==> src/rtl/tr_seq_pkg.sv <==
package tr_seq_pkg;
  parameter int TIME_W = 24;

  typedef enum logic [1:0] {
    KIND_NONE = 2'b00,
    KIND_TX   = 2'b01,
    KIND_RX   = 2'b10,
    KIND_GRAD = 2'b11
  } elem_kind_e;

  typedef enum logic [1:0] {
    ST_IDLE = 2'd0,
    ST_RUN  = 2'd1,
    ST_STOP = 2'd2
  } seq_state_e;

  typedef struct packed {
    logic [TIME_W-1:0] start;
    logic [TIME_W-1:0] len;
    elem_kind_e        kind;
  } elem_desc_t;
endpackage

==> src/rtl/tr_desc_table.sv <==
module tr_desc_table
  import tr_seq_pkg::*;
#(
  parameter int N_ELEM = 8,
  localparam int IW = (N_ELEM > 1) ? $clog2(N_ELEM) : 1
) (
  input  logic          clk_i,
  input  logic          rst_ni,
  input  logic          we_i,
  input  logic [IW-1:0] widx_i,
  input  elem_desc_t    wdesc_i,
  input  logic [IW-1:0] ridx_i,
  output elem_desc_t    rdesc_o
);
  localparam int DW = $bits(elem_desc_t);

  logic [N_ELEM-1:0][DW-1:0] flat;

  for (genvar g = 0; g < N_ELEM; g++) begin : g_ent
    elem_desc_t ent_q;
    always_ff @(posedge clk_i or negedge rst_ni) begin
      if (!rst_ni)                              ent_q <= '0;
      else if (we_i && (widx_i == IW'(g)))      ent_q <= wdesc_i;
    end
    assign flat[g] = ent_q;
  end

  assign rdesc_o = elem_desc_t'(flat[ridx_i]);
endmodule

==> src/rtl/tr_window_unit.sv <==
module tr_window_unit #(
  parameter int TW     = 24,
  parameter int N_ELEM = 8,
  localparam int IW = (N_ELEM > 1) ? $clog2(N_ELEM) : 1
) (
  input  logic          clk_i,
  input  logic          rst_ni,
  input  logic          clr_i,
  input  logic          adv_i,
  input  logic          last_i,
  input  logic [TW-1:0] start_i,
  input  logic [TW-1:0] len_i,
  output logic [IW-1:0] ptr_o,
  output logic          in_win_o,
  output logic          done_o
);
  logic [TW-1:0] cnt_q;
  logic [IW-1:0] ptr_q;
  logic [TW:0]   end_w;
  logic          fin;

  assign end_w    = {1'b0, start_i} + {1'b0, len_i};
  assign in_win_o = (cnt_q >= start_i) && ({1'b0, cnt_q} < end_w);
  // last tick of the current element
  assign fin      = (({1'b0, cnt_q} + (TW+1)'(1)) >= end_w);
  assign done_o   = adv_i && fin && last_i;
  assign ptr_o    = ptr_q;

  always_ff @(posedge clk_i or negedge rst_ni) begin
    if (!rst_ni) begin
      cnt_q <= '0;
      ptr_q <= '0;
    end else if (clr_i) begin
      cnt_q <= '0;
      ptr_q <= '0;
    end else if (adv_i) begin
      cnt_q <= cnt_q + TW'(1);
      if (fin && !last_i) ptr_q <= ptr_q + IW'(1);
    end
  end

  a_r10_count_frozen: assert property (@(posedge clk_i) disable iff (!rst_ni)
    (!adv_i && !clr_i) |=> $stable(cnt_q));

  a_r2_clear_zero: assert property (@(posedge clk_i) disable iff (!rst_ni)
    clr_i |=> (cnt_q == '0 && ptr_q == '0));
endmodule

==> src/rtl/tr_credit_ctr.sv <==
module tr_credit_ctr #(
  parameter int CW = 4
) (
  input  logic          clk_i,
  input  logic          rst_ni,
  input  logic          inc_i,
  input  logic          dec_i,
  output logic [CW-1:0] credit_o,
  output logic          zero_o
);
  localparam logic [CW-1:0] MAXV = {CW{1'b1}};

  logic [CW-1:0] credit_q;

  always_ff @(posedge clk_i or negedge rst_ni) begin
    if (!rst_ni) credit_q <= '0;
    else begin
      unique case ({inc_i, dec_i})
        2'b10:   if (credit_q != MAXV) credit_q <= credit_q + CW'(1);
        2'b01:   if (credit_q != '0)   credit_q <= credit_q - CW'(1);
        default: ;
      endcase
    end
  end

  assign credit_o = credit_q;
  assign zero_o   = (credit_q == '0);

  a_r7_credit_step: assert property (@(posedge clk_i) disable iff (!rst_ni)
    (credit_q != $past(credit_q)) |->
      ((credit_q == $past(credit_q) + CW'(1)) || (credit_q == $past(credit_q) - CW'(1))));
endmodule

==> src/rtl/tr_seq_ctrl.sv <==
module tr_seq_ctrl
  import tr_seq_pkg::*;
#(
  parameter int N_ELEM   = 8,
  parameter int CREDIT_W = 4,
  localparam int IW = (N_ELEM > 1) ? $clog2(N_ELEM) : 1,
  localparam int TW = TIME_W
) (
  input  logic                clk_i,
  input  logic                rst_ni,
  input  logic                tick_i,
  input  logic                sync_i,
  input  logic                batch_i,
  input  logic                pause_i,
  input  logic                halt_i,
  input  logic                arm_i,
  input  logic                loaded_i,
  input  logic                desc_we_i,
  input  logic [IW-1:0]       desc_idx_i,
  input  logic [TW-1:0]       desc_start_i,
  input  logic [TW-1:0]       desc_len_i,
  input  logic [1:0]          desc_kind_i,
  input  logic [IW:0]         elem_cnt_i,
  output logic                dma_req_o,
  output logic [1:0]          dma_kind_o,
  output logic [IW-1:0]       elem_idx_o,
  output logic                busy_o,
  output logic                stopped_o,
  output logic                overrun_o,
  output logic [CREDIT_W-1:0] credit_o
);
  seq_state_e    state_q, state_d;
  logic          sync_q, sync_edge;
  logic          overrun_q;
  logic          accept, starve, adv, done, in_win, last, cred_zero;
  logic [IW-1:0] ptr;
  logic [IW:0]   last_idx;
  elem_desc_t    wdesc, cur;

  assign wdesc = '{start: desc_start_i, len: desc_len_i, kind: elem_kind_e'(desc_kind_i)};

  tr_desc_table #(.N_ELEM(N_ELEM)) u_table (
    .clk_i  (clk_i),
    .rst_ni (rst_ni),
    .we_i   (desc_we_i),
    .widx_i (desc_idx_i),
    .wdesc_i(wdesc),
    .ridx_i (ptr),
    .rdesc_o(cur)
  );

  assign last_idx = (elem_cnt_i == '0) ? '0 : elem_cnt_i - (IW+1)'(1);
  assign last     = (ptr == last_idx[IW-1:0]);

  tr_window_unit #(.TW(TW), .N_ELEM(N_ELEM)) u_win (
    .clk_i   (clk_i),
    .rst_ni  (rst_ni),
    .clr_i   (accept),
    .adv_i   (adv),
    .last_i  (last),
    .start_i (cur.start),
    .len_i   (cur.len),
    .ptr_o   (ptr),
    .in_win_o(in_win),
    .done_o  (done)
  );

  tr_credit_ctr #(.CW(CREDIT_W)) u_credit (
    .clk_i   (clk_i),
    .rst_ni  (rst_ni),
    .inc_i   (loaded_i),
    .dec_i   (accept && !batch_i),
    .credit_o(credit_o),
    .zero_o  (cred_zero)
  );

  assign sync_edge = sync_i && !sync_q;
  assign accept    = (state_q == ST_IDLE) && sync_edge && !halt_i && (batch_i || !cred_zero);
  assign starve    = (state_q == ST_IDLE) && sync_edge && !halt_i && !batch_i && cred_zero;
  assign adv       = (state_q == ST_RUN) && tick_i && !pause_i && !halt_i;

  always_comb begin
    state_d = state_q;
    if (halt_i) state_d = ST_STOP;
    else begin
      unique case (state_q)
        ST_IDLE: if (accept) state_d = ST_RUN;
                 else if (starve) state_d = ST_STOP;
        ST_RUN:  if (done) state_d = ST_IDLE;
        ST_STOP: if (arm_i) state_d = ST_IDLE;
        default: state_d = ST_IDLE;
      endcase
    end
  end

  always_ff @(posedge clk_i or negedge rst_ni) begin
    if (!rst_ni) begin
      state_q   <= ST_IDLE;
      sync_q    <= 1'b0;
      overrun_q <= 1'b0;
    end else begin
      state_q <= state_d;
      sync_q  <= sync_i;
      if ((state_q == ST_RUN) && sync_edge) overrun_q <= 1'b1;
      else if (arm_i)                       overrun_q <= 1'b0;
    end
  end

  assign dma_req_o  = adv && in_win;
  assign dma_kind_o = dma_req_o ? cur.kind : KIND_NONE;
  assign elem_idx_o = ptr;
  assign busy_o     = (state_q == ST_RUN);
  assign stopped_o  = (state_q == ST_STOP);
  assign overrun_o  = overrun_q;

  a_r3_req_needs_tick: assert property (@(posedge clk_i) disable iff (!rst_ni)
    dma_req_o |-> (tick_i && busy_o && !pause_i));

  a_r6_overrun_sticky: assert property (@(posedge clk_i) disable iff (!rst_ni)
    (overrun_o && !arm_i) |=> overrun_o);

  a_r8_starve_stops: assert property (@(posedge clk_i) disable iff (!rst_ni)
    ((state_q == ST_IDLE) && sync_edge && !batch_i && (credit_o == '0) && !halt_i) |=> stopped_o);

  a_r11_halt_stops: assert property (@(posedge clk_i) disable iff (!rst_ni)
    halt_i |=> (stopped_o && !busy_o));

  a_r4_no_req_idle_tick: assert property (@(posedge clk_i) disable iff (!rst_ni)
    !tick_i |-> !dma_req_o);
endmodule

==> config.mk <==
export PLATFORM = sky130hd
export DESIGN_NAME = tr_seq_ctrl
export DESIGN_NICKNAME = d
export VERILOG_FILES = /design/src/rtl/tr_seq_pkg.sv /design/src/rtl/tr_desc_table.sv /design/src/rtl/tr_window_unit.sv /design/src/rtl/tr_credit_ctr.sv /design/src/rtl/tr_seq_ctrl.sv
export SDC_FILE = /design/constraint.sdc
export NUM_CORES = 1
export LEC_CHECK = 0
export BUFFER_PORTS_ARGS = -buffer_cell sky130_fd_sc_hd__clkbuf_2
export CAP_MARGIN = 10
export CORE_AREA = 5 5 249 178
export CTS_CLUSTER_DIAMETER = 40
export DETAILED_ROUTE_END_ITERATION = 10
export DIE_AREA = 0 0 254 183
export GPL_TIMING_DRIVEN = 1
export PLACE_DENSITY = 0.71
export SLEW_MARGIN = 40
export SYNTH_ARGS = -nofsm -noshare
export SYNTH_HDL_FRONTEND = slang
export SYNTH_SLANG_ARGS = --single-unit
==> constraint.sdc <==
create_clock -name clk_i -period 12.7 [get_ports clk_i]
set_input_delay 3.81 -clock clk_i [delete_from_list [all_inputs] [get_ports clk_i]]
set_output_delay 3.81 -clock clk_i [all_outputs]
set_load 0.05 [all_outputs]
**Word level (Yosys, flattened, before mapping)**

Index checks and enable logic that the tools add are counted.

- Register bits: 435
- Input port bits: 67

- Add/subtract/negate cells: 7
- Order comparisons: 4
- Eq/ne operators: 18
- Muxes and demuxes: 20
- Reduce and logical (&&, ||, !) cells: 43

Operators with widths:

| kind | count |
|---|---|
| $bmux 50 s3 | 1 |
| $mux 50 | 1 |
| $mux 24 | 2 |
| $add 24x1->25 const B | 1 |
| $add 24x24->25 | 1 |
| $ge 25x25->1 | 1 |
| $lt 24x25->1 | 1 |
| $add 24x1->24 const B | 1 |
| $ge 24x24->1 | 1 |
| $logic_and 1x1->1 | 24 |
| $eq 3x3->1 const B | 4 |
| $mux 2 | 6 |
| $mux 3 | 4 |
| $logic_not 4->1 | 2 |
| $mux 4 | 2 |
| $ne 4x4->1 const B | 2 |
| $pmux 4 s2 | 1 |
| $reduce_bool 2->1 | 4 |
| $eq 3x2->1 const B | 2 |
| $logic_not 1->1 | 6 |
| $pmux 2 s3 | 1 |
| $reduce_and 3->1 | 2 |
| $add 4x1->4 const B | 1 |
| $eq 2x1->1 const B | 2 |
| other kinds (16) | 19 |

**Longest topological paths before layout**

- Depth in word-level cells: 10
- Depth in mapped cells: 25

**By module**

A second synthesis with hierarchy kept.

- Cells, all modules: 1,650
- Area total of the unflattened synthesis: 23,343.6 sq um

By module, submodules not included:

| module | instances | cells each | area each (sq um) | sequential area each (sq um) |
|---|---|---|---|---|
| tr_desc_table | 1 | 1,033 | 18,262.5 | 10,009.6 |
| tr_window_unit | 1 | 556 | 4,518.1 | 675.6 |
| tr_seq_ctrl | 1 | 39 | 310.3 | 100.1 |
| tr_credit_ctr | 1 | 22 | 252.7 | 100.1 |

**Least setup slack after synthesis**

No wires, ideal clock.

- Path type: flip-flop to output port
- Start point: reg u_win.ptr_q[0] (netlist: u_win.ptr_o[0])
- End point: out dma_kind_o[0]
- Data arrival time: 7.179 ns
- Setup slack: 1.711 ns
- Cell stages (with the launch flop): 26
- Path buffers: 3
- Cell sequence: dfrtp_1 clkbuf_1 clkbuf_1 buf_1 mux4_2 mux2i_1 inv_1 ha_1 a21o_1 a21oi_1 nor2_1 a31oi_1 a31oi_1 a41oi_1 o21bai_1 a21oi_1 xor2_1 ha_1 nand4_1 nor3_1 o31a_1 a221oi_1 nand2_1 a221oi_1 o221ai_1 a311oi_1

- Cells in the longest elaborated chain, start to end: 7

RTL lines:

| element | line | RTL |
|---|---|---|
| from (decl) | tr_window_unit.sv:18 | `logic [IW-1:0] ptr_q;` |
| from (signal assigned) | tr_window_unit.sv:38 | `if (fin && !last_i) ptr_q <= ptr_q + IW'(1);` |
| $bmux 50 s3 (*) | tr_desc_table.sv:28 | `assign rdesc_o = elem_desc_t'(flat[ridx_i]);` |
| $mux 50 (implied by the code) (*) | tr_desc_table.sv:28 |  |
| $add 24x24->25 | tr_window_unit.sv:22 | `assign end_w = {1'b0, start_i} + {1'b0, len_i};` |
| $lt 24x25->1 | tr_window_unit.sv:23 | `assign in_win_o = (cnt_q >= start_i) && ({1'b0, cnt_q} < end_w);` |
| $logic_and 1x1->1 | tr_window_unit.sv:23 |  |
| $logic_and 1x1->1 | tr_seq_ctrl.sv:109 | `assign dma_req_o = adv && in_win;` |
| $mux 2 (*) | tr_seq_ctrl.sv:110 | `assign dma_kind_o = dma_req_o ? cur.kind : KIND_NONE;` |
| to (decl) | tr_seq_ctrl.sv:25 | `output logic [1:0] dma_kind_o,` |

Mark *: on every way between the ends. The rest lies on a longest branch, timed or not. The select of a mux whose other input is x is not followed.

**Worst setup path in the final report**

Same ends and word-level chain as after synthesis.

==> qor.csv <==
stage,metric,value,unit
synthesis,ys_top_cells_by_area,"dfrtp_1 (48%), mux2_2 (21%), mux4_2 (10%), ha_1 (5.4%), mux2i_1 (1.3%)",
sta,fin_worst_skew,0.0220,ns
cts,post_cts_resized,0,
cts,cts_hold_buf,0,
critical_path,critical_path_required,8.89,ns
critical_path,slowest_stage,dfrtp_4,
synthesis,yosys.area.top_type_share,48.2,%
routing,first_pass_iters,5,
critical_path,path_class,register to primary output,
min_path,min_path_type,register to register,
place,hpwlAfterDp,34000,um
sta,period_minus_slack,11.23,ns
critical_path,start_kind,register,
cells_and_area,final_layout_size_suffix_gt1_share,42.3,%
flow_run,drv_cap,0,
power_and_ir_drop,power,4.81,mW
die,ios,80,
sta,drv_slew,0,
sta,worstMarginPinSlew,0.789,ns
routing,wl,53200,um
grt,grt_overflow,0,
grt,grt_first_pass_wirelength,86400,um
cells_and_area,antennaDiodeCount,0,
place,gp_congestion,0.935,
sta,maxSlewHeadroom,46.0,%
cts,cts_buffers,48,
synthesis,synth-async-reset-ratio,100,%
routing,drc,0,
sta,fmax,89.1,MHz
cts,cts_root_buf,clkbuf_16,
cts,clock_path_buffers,3,
synthesis,yosysSeqAreaShare,48.2,%
critical_path,timing.rr.start,u_win.ptr_o[0]$_DFFE_PN0P_,
power_and_ir_drop,p_leak,11.1,nW
cts,clock-sinks,435,
sta,rsz0062_at_grt,no,
synthesis,yosysMostFrequentCell,dfrtp_1,
place,port_buffers,79,
power_and_ir_drop,p_per_area,190,nW/um2
sta,setup_viol,0,
synthesis,synth_warnings,0,
cells_and_area,final_nets,1869,
critical_path,cp.arrival,7.42,ns
synthesis,synth-edff-count,0,
grt,grt_pass1_vias,14731,
cts,clock_latency,0.57,ns
routing,vias,14005,
synthesis,yosysTopAreaCell,dfrtp_1,
die,die_w,254,um
status,outcome,"finished, final reports clean",
cells_and_area,synthToLayoutAreaGrowth,12.1,%
synthesis,syn_area_per_cell,13.8,um2
routing,drt_iter0_drc,1049,
synthesis,synth_common_cells,"dfrtp_1 (435), mux2_2 (424), mux4_2 (100)",
cts,htree_levels,2,
die,die_y,183,um
min_path,hp-start,u_table.flat[111]$_DFFE_PN0P_,
synthesis,ys_dominant_reg_cell,dfrtp_1,
critical_path,cp-end-kind,primary output,
sta,hold_violations,0,
grt,track_usage,23.4,%
die,core,41800,um2
synthesis,netlist_instances,1638,
routing,route.detailed.vias_per_inst,6.11,
grt,grt_max_degree,131,
cts,cts_setup_buffers,0,
synthesis,synth_nets,1805,
sta,fin_tns_setup,0,ns
sta,fin_crit_sh,88.4,%
die,rows,63,
critical_path,slowest_delay,0.92,ns
sta,timing.hold.ws,0.500,ns
cts,cts_tree,done,
synthesis,ys_seq_elements,435,
cts,clk_pin_slew_worst_paths,0.06,ns
critical_path,crit_path_cell_trace,mux4_2 > mux2i_1 > inv_1 > ha_1 > a21o_1 > a21oi_1 > nor2_1 > a31oi_1 > a31oi_1 > a41oi_1 > o21bai_1 > a21oi_1 > xor2_1 > ha_1 > nand4_1 > nor3_1 > o31a_1 > a221oi_1 > nand2_1 > a221oi_1 > o221ai_1 > a311oi_1 > clkbuf_2,
die,start_util,54.1,%
critical_path,critPathLaunch,u_win.ptr_o[0]$_DFFE_PN0P_,
routing,detail-route-antenna-nets,0,
routing,wire_per_inst,23.2,um
critical_path,crit_fanout,38,
synthesis,synthDistinctLibCells,65,
grt,antenna_found_initial,1,
synthesis,syn_area,22600,um2
power_and_ir_drop,max-vdd-ir-drop,0.000155,V
die,dieArea,46500,um2
==> cell type report <==
type / count / area [um2]
Inverter: 43 / 161
Sequential cell: 435 / 10900
Timing Repair Buffer: 101 / 644
Tap cell: 552 / 691
Fill cell: 3213 / 16500
Clock buffer: 65 / 1410
Multi-Input combinational cell: 1073 / 11200
Clock inverter: 25 / 282
==> metal layers <==
metal	track usage [%]	vias to the layer above	wire length, um
met5	0	-	7
met4	5.17	2	1130
met3	4.54	81	2970
met2	36.3	314	24600
met1	35.0	7330	24400
li1	-	6278	-
==> flip-flops by register name (all words and copies together), names as in the netlist <==
signal / flops
u_table.flat: 400
state_q: 2
u_win.ptr_o: 3
overrun_o: 1
u_win.cnt_q: 24
sync_q: 1
u_credit.credit_o: 4
==> final timing paths <==
| kind | to | cells after the start | slack (ns) |
|---|---|---|---|
| max | dma_kind_o[0] | 23 | 1.47 |
| min | u_table.flat[111]$_DFFE_PN0P_ | 1 | 0.50 |
| max reg2reg | state_q[0]$_DFFE_PN0P_ | 23 | 5.74 |
| min reg2reg | u_table.flat[111]$_DFFE_PN0P_ | 1 | 0.50 |
| max in group asynchronous | u_table.flat[87]$_DFFE_PN0P_ | 4 | 7.67 |
| min in group asynchronous | u_table.flat[28]$_DFFE_PN0P_ | 1 | 3.08 |
==> kinds of logic after synthesis <==
logic type | synth area share [%]
AO/OA/AOI/OAI | 5.62
XOR/XNOR | 1.78
adder cells (fa/ha/maj) | 5.61
buffers and inverters | 2.21
flip-flops | 48.2
multiplexers | 32.4
AND/OR/NAND/NOR | 4.13
==> cells in the final DEF (no fill, tap or decap), types with 5 or more instances in the layout <==
cell type / count
a211oi_1: 10
a21o_1: 26
a21oi_1: 38
a22o_1: 5
a31oi_1: 12
and3_1: 8
buf_4: 9
buf_6: 11
clkbuf_1: 5
clkbuf_16: 50
clkbuf_2: 78
clkbuf_8: 10
clkinv_2: 8
dfrtp_1: 432
ha_1: 98
inv_1: 43
mux2_2: 424
mux2i_1: 29
mux4_2: 100
nand2_1: 51
nand2b_1: 11
nand3_1: 18
nand4_1: 11
nor2_1: 40
nor2b_1: 6
nor3_1: 7
o21ai_0: 48
o21bai_1: 6
o31ai_1: 7
xnor2_1: 26
xor2_1: 20
==> critical path, delay by kind of cell (launching register included) <==
family,cells,cell delay (ns)
xor gates and xnor gates,1,0.26
and+or+nand+nor,4,0.38
buffers and inverters,2,0.43
DFF,1,0.92
adders and majority gates,2,0.61
muxes,2,1.14
AOI/OAI and AO/OA,12,3.09
==> metrics by stage <==
stage | worst slack (ns) | area (um2) | utilization (%) | cells
2_1_floorplan | 1.71 | 22600 | - | 1638
3_3_place_gp | 2.29 | 23500 | 56.4 | 2203
3_5_place_dp | 2.12 | 23600 | 56.5 | 2203
4_1_cts | 1.47 | 25300 | 60.5 | 2293
5_1_grt | 0.812 | 25300 | 60.6 | 2294
6_report | 1.47 | 25300 | 60.6 | 2294
==> where the power goes <==
group,switching [mW],internal (mW)
clock network,0.589,0.868
registers,0.167,1.68
logic,0.784,0.729
total,1.54,3.27
Note: power is estimated with default switching activity, not from simulation.
